===== config.mk =====
export PLATFORM = sky130hd
export DESIGN_NAME = sg_dma_engine
export DESIGN_NICKNAME = d
export VERILOG_FILES = /design/src/rtl/sg_dma_pkg.sv /design/src/rtl/sg_desc_decode.sv /design/src/rtl/sg_beat_lanes.sv /design/src/rtl/sg_dma_engine.sv
export SDC_FILE = /design/constraint.sdc
export NUM_CORES = 1
export LEC_CHECK = 0
export BUFFER_PORTS_ARGS = -buffer_cell sky130_fd_sc_hd__buf_2
export CAP_MARGIN = 10
export CORE_MARGIN = 4
export CORE_UTILIZATION = 60
export DETAILED_ROUTE_END_ITERATION = 6
export MAX_ROUTING_LAYER = met4
export PLACE_DENSITY_LB_ADDON = 0.2
export SYNTH_ARGS = -nofsm -noshare
export SYNTH_HDL_FRONTEND = slang
export SYNTH_SLANG_ARGS = --single-unit
export TNS_END_PERCENT = 100

===== constraint.sdc =====
create_clock -name clk -period 11.8 [get_ports clk]
set_input_delay 1.77 -clock clk [delete_from_list [all_inputs] [get_ports clk]]
set_output_delay 1.77 -clock clk [all_outputs]
set_load 0.02 [all_outputs]

===== src/rtl/sg_dma_pkg.sv =====
package sg_dma_pkg;
  localparam int unsigned WORD_W   = 32;
  localparam int unsigned BE_W     = WORD_W / 8;
  localparam int unsigned CNT_W    = 16;
  localparam int unsigned ADDR_W   = 64;
  localparam int unsigned DESC_LEN = 8;

  typedef enum logic [2:0] {
    S_IDLE,
    S_FETCH_LO,
    S_FETCH_HI,
    S_MEM,
    S_DEV,
    S_NEXT,
    S_DONE,
    S_ERROR
  } sg_state_e;
endpackage


===== src/rtl/sg_desc_decode.sv =====
module sg_desc_decode #(
  parameter int unsigned CNT_W = 16,
  parameter int unsigned AW    = 32
) (
  input  logic [AW-1:0] word0,
  input  logic [31:0]   word1,
  output logic [AW-1:0] buf_addr,
  output logic [CNT_W:0] byte_cnt,
  output logic          last,
  output logic          cross_err
);
  localparam logic [CNT_W:0] REGION = {1'b1, {CNT_W{1'b0}}};

  logic [CNT_W+1:0] end_sum;
  logic             unused_bits;

  assign buf_addr    = {word0[AW-1:1], 1'b0};
  assign byte_cnt    = (word1[CNT_W-1:0] == '0) ? REGION : {1'b0, word1[CNT_W-1:0]};
  assign last        = word1[31];
  assign end_sum     = (CNT_W+2)'(buf_addr[CNT_W-1:0]) + (CNT_W+2)'(byte_cnt);
  assign cross_err   = end_sum > (CNT_W+2)'(REGION);
  assign unused_bits = ^word1[30:CNT_W];
endmodule


===== src/rtl/sg_beat_lanes.sv =====
module sg_beat_lanes #(
  parameter int unsigned BE_W  = 4,
  parameter int unsigned CNT_W = 16
) (
  input  logic [$clog2(BE_W)-1:0] off,
  input  logic [CNT_W:0]          remaining,
  output logic [BE_W-1:0]         be,
  output logic [$clog2(BE_W):0]   nbytes
);
  localparam int unsigned OFF_W = $clog2(BE_W);
  localparam int unsigned NB_W  = OFF_W + 1;

  logic [NB_W-1:0] span;
  logic [NB_W:0]   lo_lane;
  logic [NB_W:0]   hi_lane;

  assign span    = NB_W'(BE_W) - NB_W'(off);
  assign nbytes  = (remaining < (CNT_W+1)'(span)) ? remaining[NB_W-1:0] : span;
  assign lo_lane = (NB_W+1)'(off);
  assign hi_lane = (NB_W+1)'(off) + (NB_W+1)'(nbytes);

  for (genvar g = 0; g < BE_W; g++) begin : g_lane
    localparam logic [NB_W:0] LANE_IDX = (NB_W+1)'(g);
    assign be[g] = (LANE_IDX >= lo_lane) && (LANE_IDX < hi_lane);
  end
endmodule


===== src/rtl/sg_dma_engine.sv =====
module sg_dma_engine
  import sg_dma_pkg::*;
#(
  parameter int unsigned CNT_W = sg_dma_pkg::CNT_W
) (
  input  logic                clk,
  input  logic                rst_n,
  input  logic                start,
  input  logic                to_mem,
  input  logic [31:0]         tbl_base_lo,
  input  logic [31:0]         tbl_base_hi,
  input  logic [31:0]         buf_upper,
  input  logic                irq_clr,
  input  logic                err_clr,
  output logic                active,
  output logic                irq_flag,
  output logic                err_flag,
  output logic                mem_req,
  output logic                mem_we,
  output logic [ADDR_W-1:0]   mem_addr,
  output logic [WORD_W-1:0]   mem_wdata,
  output logic [BE_W-1:0]     mem_be,
  input  logic                mem_ack,
  input  logic [WORD_W-1:0]   mem_rdata,
  output logic                dev_tx_valid,
  output logic [WORD_W-1:0]   dev_tx_data,
  output logic [BE_W-1:0]     dev_tx_be,
  input  logic                dev_tx_ready,
  input  logic                dev_rx_valid,
  input  logic [WORD_W-1:0]   dev_rx_data,
  output logic                dev_rx_ready
);
  localparam int unsigned HALF_W = ADDR_W / 2;
  localparam int unsigned OFF_W  = $clog2(BE_W);
  localparam int unsigned NB_W   = OFF_W + 1;

  // reset: asserted asynchronously, released on the clock
  logic rst_meta_q, rst_sync_q;
  always_ff @(posedge clk or negedge rst_n) begin
    if (!rst_n) begin
      rst_meta_q <= 1'b0;
      rst_sync_q <= 1'b0;
    end else begin
      rst_meta_q <= 1'b1;
      rst_sync_q <= rst_meta_q;
    end
  end

  sg_state_e          state_q, state_d;
  logic               start_q;
  logic               dir_q, dir_d;
  logic [HALF_W-1:0]  tblhi_q, tblhi_d, bufhi_q, bufhi_d;
  logic [HALF_W-1:0]  ptr_q, ptr_d, cur_q, cur_d, lo_q, lo_d;
  logic [CNT_W:0]     rem_q, rem_d;
  logic               eot_q, eot_d;
  logic [WORD_W-1:0]  hold_q, hold_d;
  logic [BE_W-1:0]    hbe_q, hbe_d;
  logic               irq_q, irq_d, err_q, err_d;

  logic [HALF_W-1:0]  dec_addr;
  logic [CNT_W:0]     dec_cnt;
  logic               dec_last, dec_cross;
  logic [BE_W-1:0]    lane_be;
  logic [NB_W-1:0]    lane_n;
  logic               start_rise;

  sg_desc_decode #(.CNT_W(CNT_W), .AW(HALF_W)) i_decode (
    .word0    (lo_q),
    .word1    (mem_rdata),
    .buf_addr (dec_addr),
    .byte_cnt (dec_cnt),
    .last     (dec_last),
    .cross_err(dec_cross)
  );

  sg_beat_lanes #(.BE_W(BE_W), .CNT_W(CNT_W)) i_lanes (
    .off      (cur_q[OFF_W-1:0]),
    .remaining(rem_q),
    .be       (lane_be),
    .nbytes   (lane_n)
  );

  assign start_rise = start & ~start_q;

  always_comb begin
    state_d = state_q;
    dir_d   = dir_q;
    tblhi_d = tblhi_q;
    bufhi_d = bufhi_q;
    ptr_d   = ptr_q;
    cur_d   = cur_q;
    lo_d    = lo_q;
    rem_d   = rem_q;
    eot_d   = eot_q;
    hold_d  = hold_q;
    hbe_d   = hbe_q;
    unique case (state_q)
      S_IDLE: begin
        if (start_rise) begin
          state_d = S_FETCH_LO;
          ptr_d   = tbl_base_lo & ~HALF_W'(3);
          dir_d   = to_mem;
          tblhi_d = tbl_base_hi;
          bufhi_d = buf_upper;
        end
      end
      S_FETCH_LO: begin
        if (mem_ack) begin
          lo_d    = mem_rdata;
          state_d = start ? S_FETCH_HI : S_IDLE;
        end
      end
      S_FETCH_HI: begin
        if (mem_ack) begin
          if (!start) begin
            state_d = S_IDLE;
          end else if (dec_cross) begin
            state_d = S_ERROR;
          end else begin
            cur_d   = dec_addr;
            rem_d   = dec_cnt;
            eot_d   = dec_last;
            state_d = dir_q ? S_DEV : S_MEM;
          end
        end
      end
      S_MEM: begin
        if (mem_ack) begin
          cur_d = cur_q + HALF_W'(lane_n);
          rem_d = rem_q - (CNT_W+1)'(lane_n);
          if (!dir_q) begin
            hold_d = mem_rdata;
            hbe_d  = lane_be;
          end
          if (!start) begin
            state_d = S_IDLE;
          end else if (dir_q) begin
            state_d = (rem_d == '0) ? S_NEXT : S_DEV;
          end else begin
            state_d = S_DEV;
          end
        end
      end
      S_DEV: begin
        if (!start) begin
          state_d = S_IDLE;
        end else if (dir_q) begin
          if (dev_rx_valid) begin
            hold_d  = dev_rx_data;
            state_d = S_MEM;
          end
        end else if (dev_tx_ready) begin
          state_d = (rem_q == '0) ? S_NEXT : S_MEM;
        end
      end
      S_NEXT: begin
        if (!start) begin
          state_d = S_IDLE;
        end else if (eot_q) begin
          state_d = S_DONE;
        end else begin
          ptr_d   = ptr_q + HALF_W'(DESC_LEN);
          state_d = S_FETCH_LO;
        end
      end
      S_DONE:  state_d = S_IDLE;
      S_ERROR: state_d = S_IDLE;
      default: state_d = S_IDLE;
    endcase
  end

  assign irq_d = (irq_q & ~irq_clr) | (state_q == S_DONE);
  assign err_d = (err_q & ~err_clr) | (state_q == S_ERROR);

  always_ff @(posedge clk or negedge rst_sync_q) begin
    if (!rst_sync_q) begin
      state_q <= S_IDLE;
      start_q <= 1'b0;
      dir_q   <= 1'b0;
      tblhi_q <= '0;
      bufhi_q <= '0;
      ptr_q   <= '0;
      cur_q   <= '0;
      lo_q    <= '0;
      rem_q   <= '0;
      eot_q   <= 1'b0;
      hold_q  <= '0;
      hbe_q   <= '0;
      irq_q   <= 1'b0;
      err_q   <= 1'b0;
    end else begin
      state_q <= state_d;
      start_q <= start;
      dir_q   <= dir_d;
      tblhi_q <= tblhi_d;
      bufhi_q <= bufhi_d;
      ptr_q   <= ptr_d;
      cur_q   <= cur_d;
      lo_q    <= lo_d;
      rem_q   <= rem_d;
      eot_q   <= eot_d;
      hold_q  <= hold_d;
      hbe_q   <= hbe_d;
      irq_q   <= irq_d;
      err_q   <= err_d;
    end
  end

  always_comb begin
    mem_req  = 1'b0;
    mem_we   = 1'b0;
    mem_addr = '0;
    mem_be   = '1;
    unique case (state_q)
      S_FETCH_LO: begin
        mem_req  = 1'b1;
        mem_addr = {tblhi_q, ptr_q};
      end
      S_FETCH_HI: begin
        mem_req  = 1'b1;
        mem_addr = {tblhi_q, ptr_q + HALF_W'(4)};
      end
      S_MEM: begin
        mem_req  = 1'b1;
        mem_we   = dir_q;
        mem_addr = {bufhi_q, cur_q[HALF_W-1:OFF_W], {OFF_W{1'b0}}};
        mem_be   = lane_be;
      end
      default: ;
    endcase
  end

  assign mem_wdata    = hold_q;
  assign dev_tx_valid = (state_q == S_DEV) && !dir_q && start;
  assign dev_tx_data  = hold_q;
  assign dev_tx_be    = hbe_q;
  assign dev_rx_ready = (state_q == S_DEV) && dir_q && start;
  assign active       = (state_q != S_IDLE);
  assign irq_flag     = irq_q;
  assign err_flag     = err_q;

  // request held until accepted
  a_r12_req_stable: assert property (@(posedge clk) disable iff (!rst_sync_q)
    mem_req && !mem_ack |=> mem_req && $stable(mem_addr) && $stable(mem_we));
  // never an empty beat
  a_r12_be_nonzero: assert property (@(posedge clk) disable iff (!rst_sync_q)
    mem_req |-> mem_be != '0);
  // word-aligned requests
  a_r4_word_aligned: assert property (@(posedge clk) disable iff (!rst_sync_q)
    mem_req |-> mem_addr[OFF_W-1:0] == '0);
  // no fresh request once stopped
  a_r10_stop_quiet: assert property (@(posedge clk) disable iff (!rst_sync_q)
    !start && !mem_req |=> !mem_req);
  // sticky flags
  a_r11_irq_sticky: assert property (@(posedge clk) disable iff (!rst_sync_q)
    irq_flag && !irq_clr |=> irq_flag);
  a_r11_err_sticky: assert property (@(posedge clk) disable iff (!rst_sync_q)
    err_flag && !err_clr |=> err_flag);
  // device sides never both open
  a_r5_one_side: assert property (@(posedge clk) disable iff (!rst_sync_q)
    !(dev_tx_valid && dev_rx_ready));
  // completion ends activity
  a_r8_irq_idle: assert property (@(posedge clk) disable iff (!rst_sync_q)
    $rose(irq_flag) |-> !active);
endmodule


Word-level counts from Yosys, hierarchy flattened --
Cells that the tools add are included.
Storage, ports and cells: bits in registers 223, output and inout port bits 143, word-level logic and storage cells 136
Cells by class: $add $sub $neg 7, order comparisons 10, equality and inequality tests 21, muxes and demuxes 45, bitwise gates (word level) 10, reduce and logical (&&, ||, !) cells 27
Operator list (count):
- two-way mux 32 bit | 12
- case mux 32 bit (2 select lines) | 3
- case mux 64 bit (3 select lines) | 1
- two-way mux 17 bit | 5
- two-way mux 3 bit | 16
- logical NOT 17 bit | 2
- case mux 17 bit (2 select lines) | 1
- adder 32 x 3 -> 32 bit | 1
- adder 32 x 3 -> 32 bit (second input constant) | 1
- adder 32 x 4 -> 32 bit (second input constant) | 1
- inequality test 2 bit (second input constant) | 12
- case mux 3 bit (7 select lines) | 1
- adder 16 x 17 -> 18 bit | 1
- greater-than comparator 18 x 17 -> 1 bit (second input constant) | 1
- < comparator 17 x 3 -> 1 bit | 1
- subtractor 17 x 3 -> 17 bit | 1
- logical NOT 16 bit | 1
- == test 3 bit (second input constant) | 4
- AND reduction 6 bit | 2
- logical AND 1 bit | 8
- < comparator 1 x 4 -> 1 bit (first input constant) | 2
- < comparator 2 x 4 -> 1 bit (first input constant) | 2
- inequality test 4 bit (second input constant) | 2
- AND reduction 4 bit | 2
- 21 further kinds | 37

Depth between registers and ports, before layout --
Gate-level depths: netlist of the first run.
word-level depth 10, gate-level depth with buffers 20, depth with buffers taken out 19

Hierarchy --
From an unflattened synthesis of the first run, not the netlist that was laid out.
Unflattened totals: cells, all modules 1680, area total of the unflattened synthesis 14769.2 µm²
Modules (own cells, without submodules):
- sg_dma_engine | times used 1, cells an instance 1464, area each 13193.9 µm²
- sg_desc_decode | times used 1, cells an instance 179, area each 1296.2 µm²
- sg_beat_lanes | times used 1, cells an instance 37, area each 279.0 µm²

Worst setup path after synthesis of the first run --
Ideal clock, no wire load.
kind flip-flop to output port, from reg cur_q[1], to out mem_be[0], data arrival time 3244 ps, slack 6786 ps, stages on the path, launching flop included 16, path buffers 1, cells stage by stage dfrtp_1 > inv_1 > ha_1 > inv_1 > ha_1 > nor2_1 > nand3_1 > a211oi_1 > buf_2 > o21ai_0 > ha_1 > fa_1 > o21ai_0 > nand2b_1 > o21ai_0 > nand2_1
Between the ends: cells in the longest elaborated chain, start to end 7
RTL lines:
- start: declaration | RTL line sg_dma_engine.sv:53 | logic [HALF_W-1:0] ptr_q, ptr_d, cur_q, cur_d, lo_q, lo_d;
- start signal: assignment | RTL line sg_dma_engine.sv:198 | cur_q <= cur_d;
- subtractor 3 x 2 -> 3 bit | RTL line sg_beat_lanes.sv:17 | assign span = NB_W'(BE_W) - NB_W'(off);
- < comparator 17 x 3 -> 1 bit | RTL line sg_beat_lanes.sv:18 | assign nbytes = (remaining < (CNT_W+1)'(span)) ? remaining[NB_W-1:0] : span;
- two-way mux 3 bit | RTL line sg_beat_lanes.sv:18
- adder 2 x 3 -> 4 bit | RTL line sg_beat_lanes.sv:20 | assign hi_lane = (NB_W+1)'(off) + (NB_W+1)'(nbytes);
- < comparator 1 x 4 -> 1 bit | RTL line sg_beat_lanes.sv:24 | assign be[g] = (LANE_IDX >= lo_lane) && (LANE_IDX < hi_lane);
- logical AND 1 bit * | RTL line sg_beat_lanes.sv:24
- two-way mux 4 bit * | RTL line sg_dma_engine.sv:214 | unique case (state_q)
- end: declaration | RTL line sg_dma_engine.sv:22 | output logic [BE_W-1:0] mem_be,
Mark *: on every way between the ends. The rest lies on a longest branch, timed or not.

Worst setup path in the final report of the first run --
from reg cur_q[0], to out mem_be[0]
The elaborated chain is that of the path after synthesis.

==> results.ini, run 1 <==
[status]
status = finished, final reports clean

[cts]
ctsRootBufferMaster = clkbuf_16
cts_hold_buf = 0
clock_sinks = 220
cts_buffers = 26
clockBufferDepth = 3
clk_latency_ps = 530
cts_setup_buffers = 0
htree_levels = 1
cts_resized = 0
clk_pin_slew_ps = 60
cts_tree = yes

[worst_setup_path]
critical_path_buf_inv_count = 4
cp_slowest_cell = dfrtp_1
worstSetupPathType = reg2out
crit_family = adder cells
start_kind = flop
end_kind = output port
worstRegToRegCells = 12
max_stage_delay_ps = 450
r2r-start = lo_q[1]
cp_max_fo = 11
worstPathCellList = inv_1 -> ha_1 -> inv_1 -> ha_1 -> nor2_1 -> nand3_1 -> a211oi_1 -> buf_4 -> o21ai_0 -> ha_1 -> fa_1 -> o21ai_0 -> nand2b_1 -> o21ai_0 -> nand2_1 -> buf_2
crit_start = cur_q[0]
regToRegEndpoint = rem_q[2]
cp.arrival_ps = 4340
r2r_setup_slack_ps = 7170
cp.required_ps = 10030

[placement]
hpwl_um = 29410
finalWeightedCongestion = 0.9542
io_buffers = 307

[yosys]
ys_warn_count = 0
synth_seq_cells = 220
syn_area_um2 = 13860
synth_edf_count = 0
yosysSeqAreaShare_pct = 39.71
avgSynthCellArea_um2 = 8.685
yosysUniqueCellTypes = 86
synth_ff_type = dfrtp_1
synth_cells = 1596
synthArstFlopShare_pct = 100.0

[cells_and_area]
nets = 1987
layout_commonest_cell = buf_2
final_util_pct = 70.42
area_growth_pct = 15.36
drive_gt1_share_pct = 27.60
final_cell_mix = 307 x buf_2, 219 x dfrtp_1, 172 x nand2_1, 160 x o21ai_0, 140 x a21oi_1

[worst_hold_path]
hp-class = reg2async

[grt]
grt_overflow = 0
grt_use_total_pct = 32.94
grt_max_degree = 104
grt_pass1_vias = 12650
grt_pass1_wl_um = 67860
antenna_found_initial = 6

[floorplanning]
rows = 55
core_area_um2 = 22710
pin_count = 312
die_w_um = 160
dieArea_um2 = 25600
die-height_um = 160
start_util_pct = 61.04

[routing]
via_count = 13400
ant_nets = 0
drtIter0Drc = 1488
routed_wl_um = 42590
wl_per_cell_um = 20.29
drtPass1Iterations = 6
via_per_inst = 6.384
drc = 0

[power]
ir_drop_v = 0.0001976
leakage_nw = 7.096
cellPowerDensity_nw_per_um2 = 288.6

[sta]
min_period_ps = 6112
period_share_pct = 51.80
fmax_mhz = 163.6
slew_viol_final = 0
setup_tns_ps = 0
worstMarginPinSlew_ps = 1157
setup_violations = 0
rsz0062_at_grt = false
fin_skew_ps = 8.051
relSlewSlack_pct = 22.69
finalHoldViolCount = 0

[job]
drv_cap = 0

[how the worst max path moves through the flow]
stage,cells past startpoint,end
2_1_floorplan,0,bufhi_q[0]
3_3_place_gp,13,rem_q[2]
3_5_place_dp,13,rem_q[2]
4_1_cts,16,mem_be[0]
5_1_grt,16,mem_be[0]
6_report,16,mem_be[0]
[cells in the mapped netlist (all sizes together), types with 4 or more instances]
cell     instances  area share (%)
or2              4            0.18
nor2           123             3.4
a22oi           48             2.6
o22a             4            0.25
a21o            13            0.70
and3            18            0.81
nor3            32             1.3
nor4            19            0.90
xor2             8            0.51
mux2i           36             2.7
buf             58             2.9
inv             31            0.84
xnor2            7            0.44
and2             9            0.42
or3             11            0.51
o21ai          177             6.5
mux2            99             8.0
o31ai           13            0.70
a31oi           33             1.5
a21oi          140             5.1
a211o            5            0.38
nand4           16            0.72
o311ai          10            0.63
ha              26             2.3
a211oi           6            0.36
nand3           50             1.8
nand2b           7            0.32
clkbuf         102             2.8
dfrtp          220              40
a2bb2oi          4            0.30
o22ai           29             1.3
a221o            5            0.36
nand2          176             4.9
[area by class of cell]
class,instances,area (µm²)
Antenna cell,6,15.01
Clock buffer,37,743.2
Clock inverter,10,90.09
Fill cell,1874,6718
Inverter,31,116.4
Multi-Input combinational cell,1186,7497
Sequential cell,220,5509
Tap cell,285,356.6
Timing Repair Buffer,324,1664
[kinds of logic after synthesis]
| family | after synthesis | synth area share [%] |
|---|---|---|
| compound gates | 519 | 22.78 |
| xor+xnor | 15 | 0.9478 |
| fa+ha+maj | 32 | 3.051 |
| buf+inv | 191 | 6.454 |
| flops | 220 | 39.71 |
| mux | 135 | 10.73 |
| other cells | 2 | 0.05418 |
| simple gates | 482 | 16.27 |
[sequential cells by signal, indices dropped and copies added (netlist names), 3 cells and up]
name,cells
cur_q,32
dev_tx_data,32
tblhi_q,32
state_q,3
lo_q,31
ptr_q,30
rem_q,17
bufhi_q,32
dev_tx_be,4
[where the power goes]
group | internal [mW] | total (mW) | switching (mW)
sequential | 1.12 | 1.54 | 0.421
combinational | 0.877 | 2.30 | 1.42
clock | 0.460 | 0.780 | 0.320
total | 2.45 | 4.62 | 2.16
[stage by stage]
step | std cells | total power, mW | instance area, µm² | hold slack [ps] | setup WS [ps]
6_report | 2099 | 4.616 | 15990 | 284.5 | 5688
5_1_grt | 2099 | 4.918 | 15990 | 334.1 | 5246
4_1_cts | 2093 | 4.598 | 15980 | 297.7 | 5713
3_5_place_dp | 2046 | 3.796 | 15140 | 296.0 | 5709
3_3_place_gp | 2046 | 3.730 | 15140 | 280.6 | 5766
2_1_floorplan | 1597 | 3.144 | 13870 | 331.2 | 5215
[routing by layer]
layer / up-vias / share of wire, % / track usage (%)
li1: 6177 / - / -
met1: 6390 / 40 / 44.62
met2: 741 / 46 / 50.58
met3: 92 / 11 / 6.994
met4: 0 / 3.1 / 9.425
met5: - / 0 / -
No activity file was read; power rests on OpenSTA's default activity.
==> inputs of run 2 (changes only) <==
Settings changed: CORE_UTILIZATION 60 to 50.
Clock period 11.8 ns to 5 ns, I/O delays scaled along.
==> run 2 against run 1 <==
Effect of this change:
- first-iteration DRC count is 0.40% lower
- register-to-register slack got worse by 6600 ps
- via count shrank 1.6%
- sequential power is 130% higher
- worst setup slack worse by 5400 ps
- clock skew increased by 5.3 ps
- worst hold slack better by 76 ps
- non-clock buffer count rose by 9
- final cell count grew 4.5%
- design area grew 1.5%
- global-route usage is 4.9 points lower
- sequential cell count stayed put
- critical path type unchanged
- largest power group unchanged
==> results.ini, run 2 (synthesized netlist as in run 1, its figures left out) <==
[status]
status = finished, final reports clean  ; unchanged

[routing]
drtIter0Drc = 1482  ; was 1488
wl_per_cell_um = 19.74  ; was 20.29 µm
drtPass1Iterations = 5  ; was 6
via_per_inst = 6.011  ; was 6.384
via_count = 13190  ; was 13400
drc = 0  ; unchanged
routed_wl_um = 43310  ; was 42590 µm
ant_nets = 0  ; unchanged

[placement]
numPlacedInstances = 2140  ; was 2046
io_buffers = 307  ; unchanged
post_dp_cell_area_um2 = 15330  ; was 15140 µm²
finalWeightedCongestion = 0.9534  ; was 0.9542
hpwl_um = 30820  ; was 29410 µm

[cts]
clockBufferDepth = 3  ; unchanged
clk_latency_ps = 540  ; was 530 ps
clk_pin_slew_ps = 60  ; about the same
cts_buffers = 26  ; unchanged
clock_sinks = 220  ; unchanged
cts_tree = yes  ; unchanged
htree_levels = 1  ; unchanged
ctsRootBufferMaster = clkbuf_16  ; unchanged

[grt]
grt_max_degree = 121  ; was 104
grt_pass1_wl_um = 68640  ; was 67860 µm
grt_overflow = 0  ; unchanged
antenna_found_initial = 6  ; unchanged
grt_use_total_pct = 28.08  ; was 32.94%
grt_pass1_vias = 12500  ; was 12650

[cells_and_area]
final_area_um2 = 16230  ; was 15990 µm²
drive_gt1_share_pct = 28.14  ; was 27.60%
regArea_um2 = 5510  ; was 5509 µm²
layout_commonest_cell = buf_2  ; unchanged
area_growth_pct = 17.10  ; was 15.36%
fillCellCount = 2433  ; was 1874
multiInputGateArea_um2 = 7516  ; was 7497 µm²
nets = 1996  ; was 1987
final_cells = 2194  ; was 2099
final_cell_mix = 307 x buf_2, 218 x dfrtp_1, 172 x nand2_1, 158 x o21ai_0, 140 x a21oi_1  ; was 307 x buf_2, 219 x dfrtp_1, 172 x nand2_1, 160 x o21ai_0, 140 x a21oi_1

[floorplanning]
pin_count = 312  ; unchanged
die-height_um = 174.5  ; was 160 µm
die_w_um = 174.5  ; was 160 µm
dieArea_um2 = 30450  ; was 25600 µm²
core_area_um2 = 27100  ; was 22710 µm²
rows = 60  ; was 55
start_util_pct = 51.15  ; was 61.04%

[power]
leakage_nw = 7.180  ; was 7.096 nW
ir_drop_v = 0.0004426  ; was 0.0001976 V
cellPowerDensity_nw_per_um2 = 677.7  ; was 288.6 nW/µm²

[sta]
finalHoldViolCount = 0  ; unchanged
fin_skew_ps = 13.36  ; was 8.051 ps
slew_viol_final = 0  ; unchanged
min_period_ps = 4712
worstMarginPinSlew_ps = 1119  ; was 1157 ps
relSlewSlack_pct = 25.09  ; was 22.69%
setup_violations = 0  ; unchanged
period_share_pct = 94.24
fmax_mhz = 212.2
setup_tns_ps = 0  ; unchanged

[worst_setup_path]
worstSetupPathType = reg2out  ; unchanged
cp_max_fo = 7  ; was 11
cp.required_ps = 4250  ; was 10030 ps
end_kind = output port  ; unchanged
start_kind = flop  ; unchanged
cp.arrival_ps = 3960  ; was 4340 ps

[job]
drv_cap = 0  ; unchanged

[worst_hold_path]
hp-class = reg2async  ; unchanged

[run 2: report_power, final]
group | switching, mW | leakage, nW | internal [mW]
registers | 0.972 | 2.62 | 2.63
logic | 3.39 | 4.14 | 2.10
clock network | 0.758 | 0.420 | 1.14
total | 5.12 | 7.18 | 5.88
[run 2: critical path, stage by stage, from the launching register on]
cell and delay, ps:
dfrtp_1 440, inv_1 130, ha_2 240, inv_1 150
ha_1 220, nor2_1 90, nand3_1 200, a211oi_4 320
o21ai_0 190, ha_1 250, fa_1 480, o21ai_2 230
nand2b_1 100, o21ai_1 160, nand2_1 80, buf_2 180
[run 2: layout make-up]
cell class,count,share of cell area [%]
multi-input combinational,1186,46.30
sequential,220,33.94
timing repair buffer,333,10.84
clock buffer,37,4.640
tap,372,2.867
inverter,31,0.7168
clock inverter,9,0.6012
antenna,6,0.09249
[run 2: repair_timing]
action / 4_1_cts / 5_1_grt
setup endpoints to repair: 3 / 3
endpoints found under the hold margin: 2 / 0
pin swaps: 0 / 2
setup buffers: 0 / 1
resized for setup: 2 / 4
hold buffers: 1 / 0
[run 2: through the flow]
step	utilization [%]	power (mW)	setup slack (ps)	hold WS [ps]
after global placement	56.57	8.907	416.0	341.9
after global routing	59.90	11.76	-14.49	376.2
final	59.90	11.00	288.0	360.5
after detailed placement	56.57	9.023	312.1	342.7
after floorplan	-	7.419	1006	331.1
after CTS	59.76	10.98	47.29	361.9
[run 2: per-layer routing]
metal	global-route usage (%)	vias to the layer above	share of wire, %
met3	6.416	72	10
met5	-	-	0
met4	7.136	0	2.3
li1	-	6206	-
met1	39.31	6272	43
met2	41.54	638	45
[run 2: path summary, 6_finish.rpt]
kind | from | endpoint | slack [ps] | cells after the start
setup / recovery | cur_q[1] | mem_be[0] | 290 | 15
hold / removal | rst_sync_q | tblhi_q[30] | 360 | 0
setup reg to reg | cur_q[1] | state_q[0] | 540 | 19
hold reg to reg | rst_sync_q | tblhi_q[30] | 360 | 0
max in group asynchronous | rst_sync_q | dev_tx_be[0] | 3510 | 1
min in group clk | rst_meta_q | rst_sync_q | 360 | 0
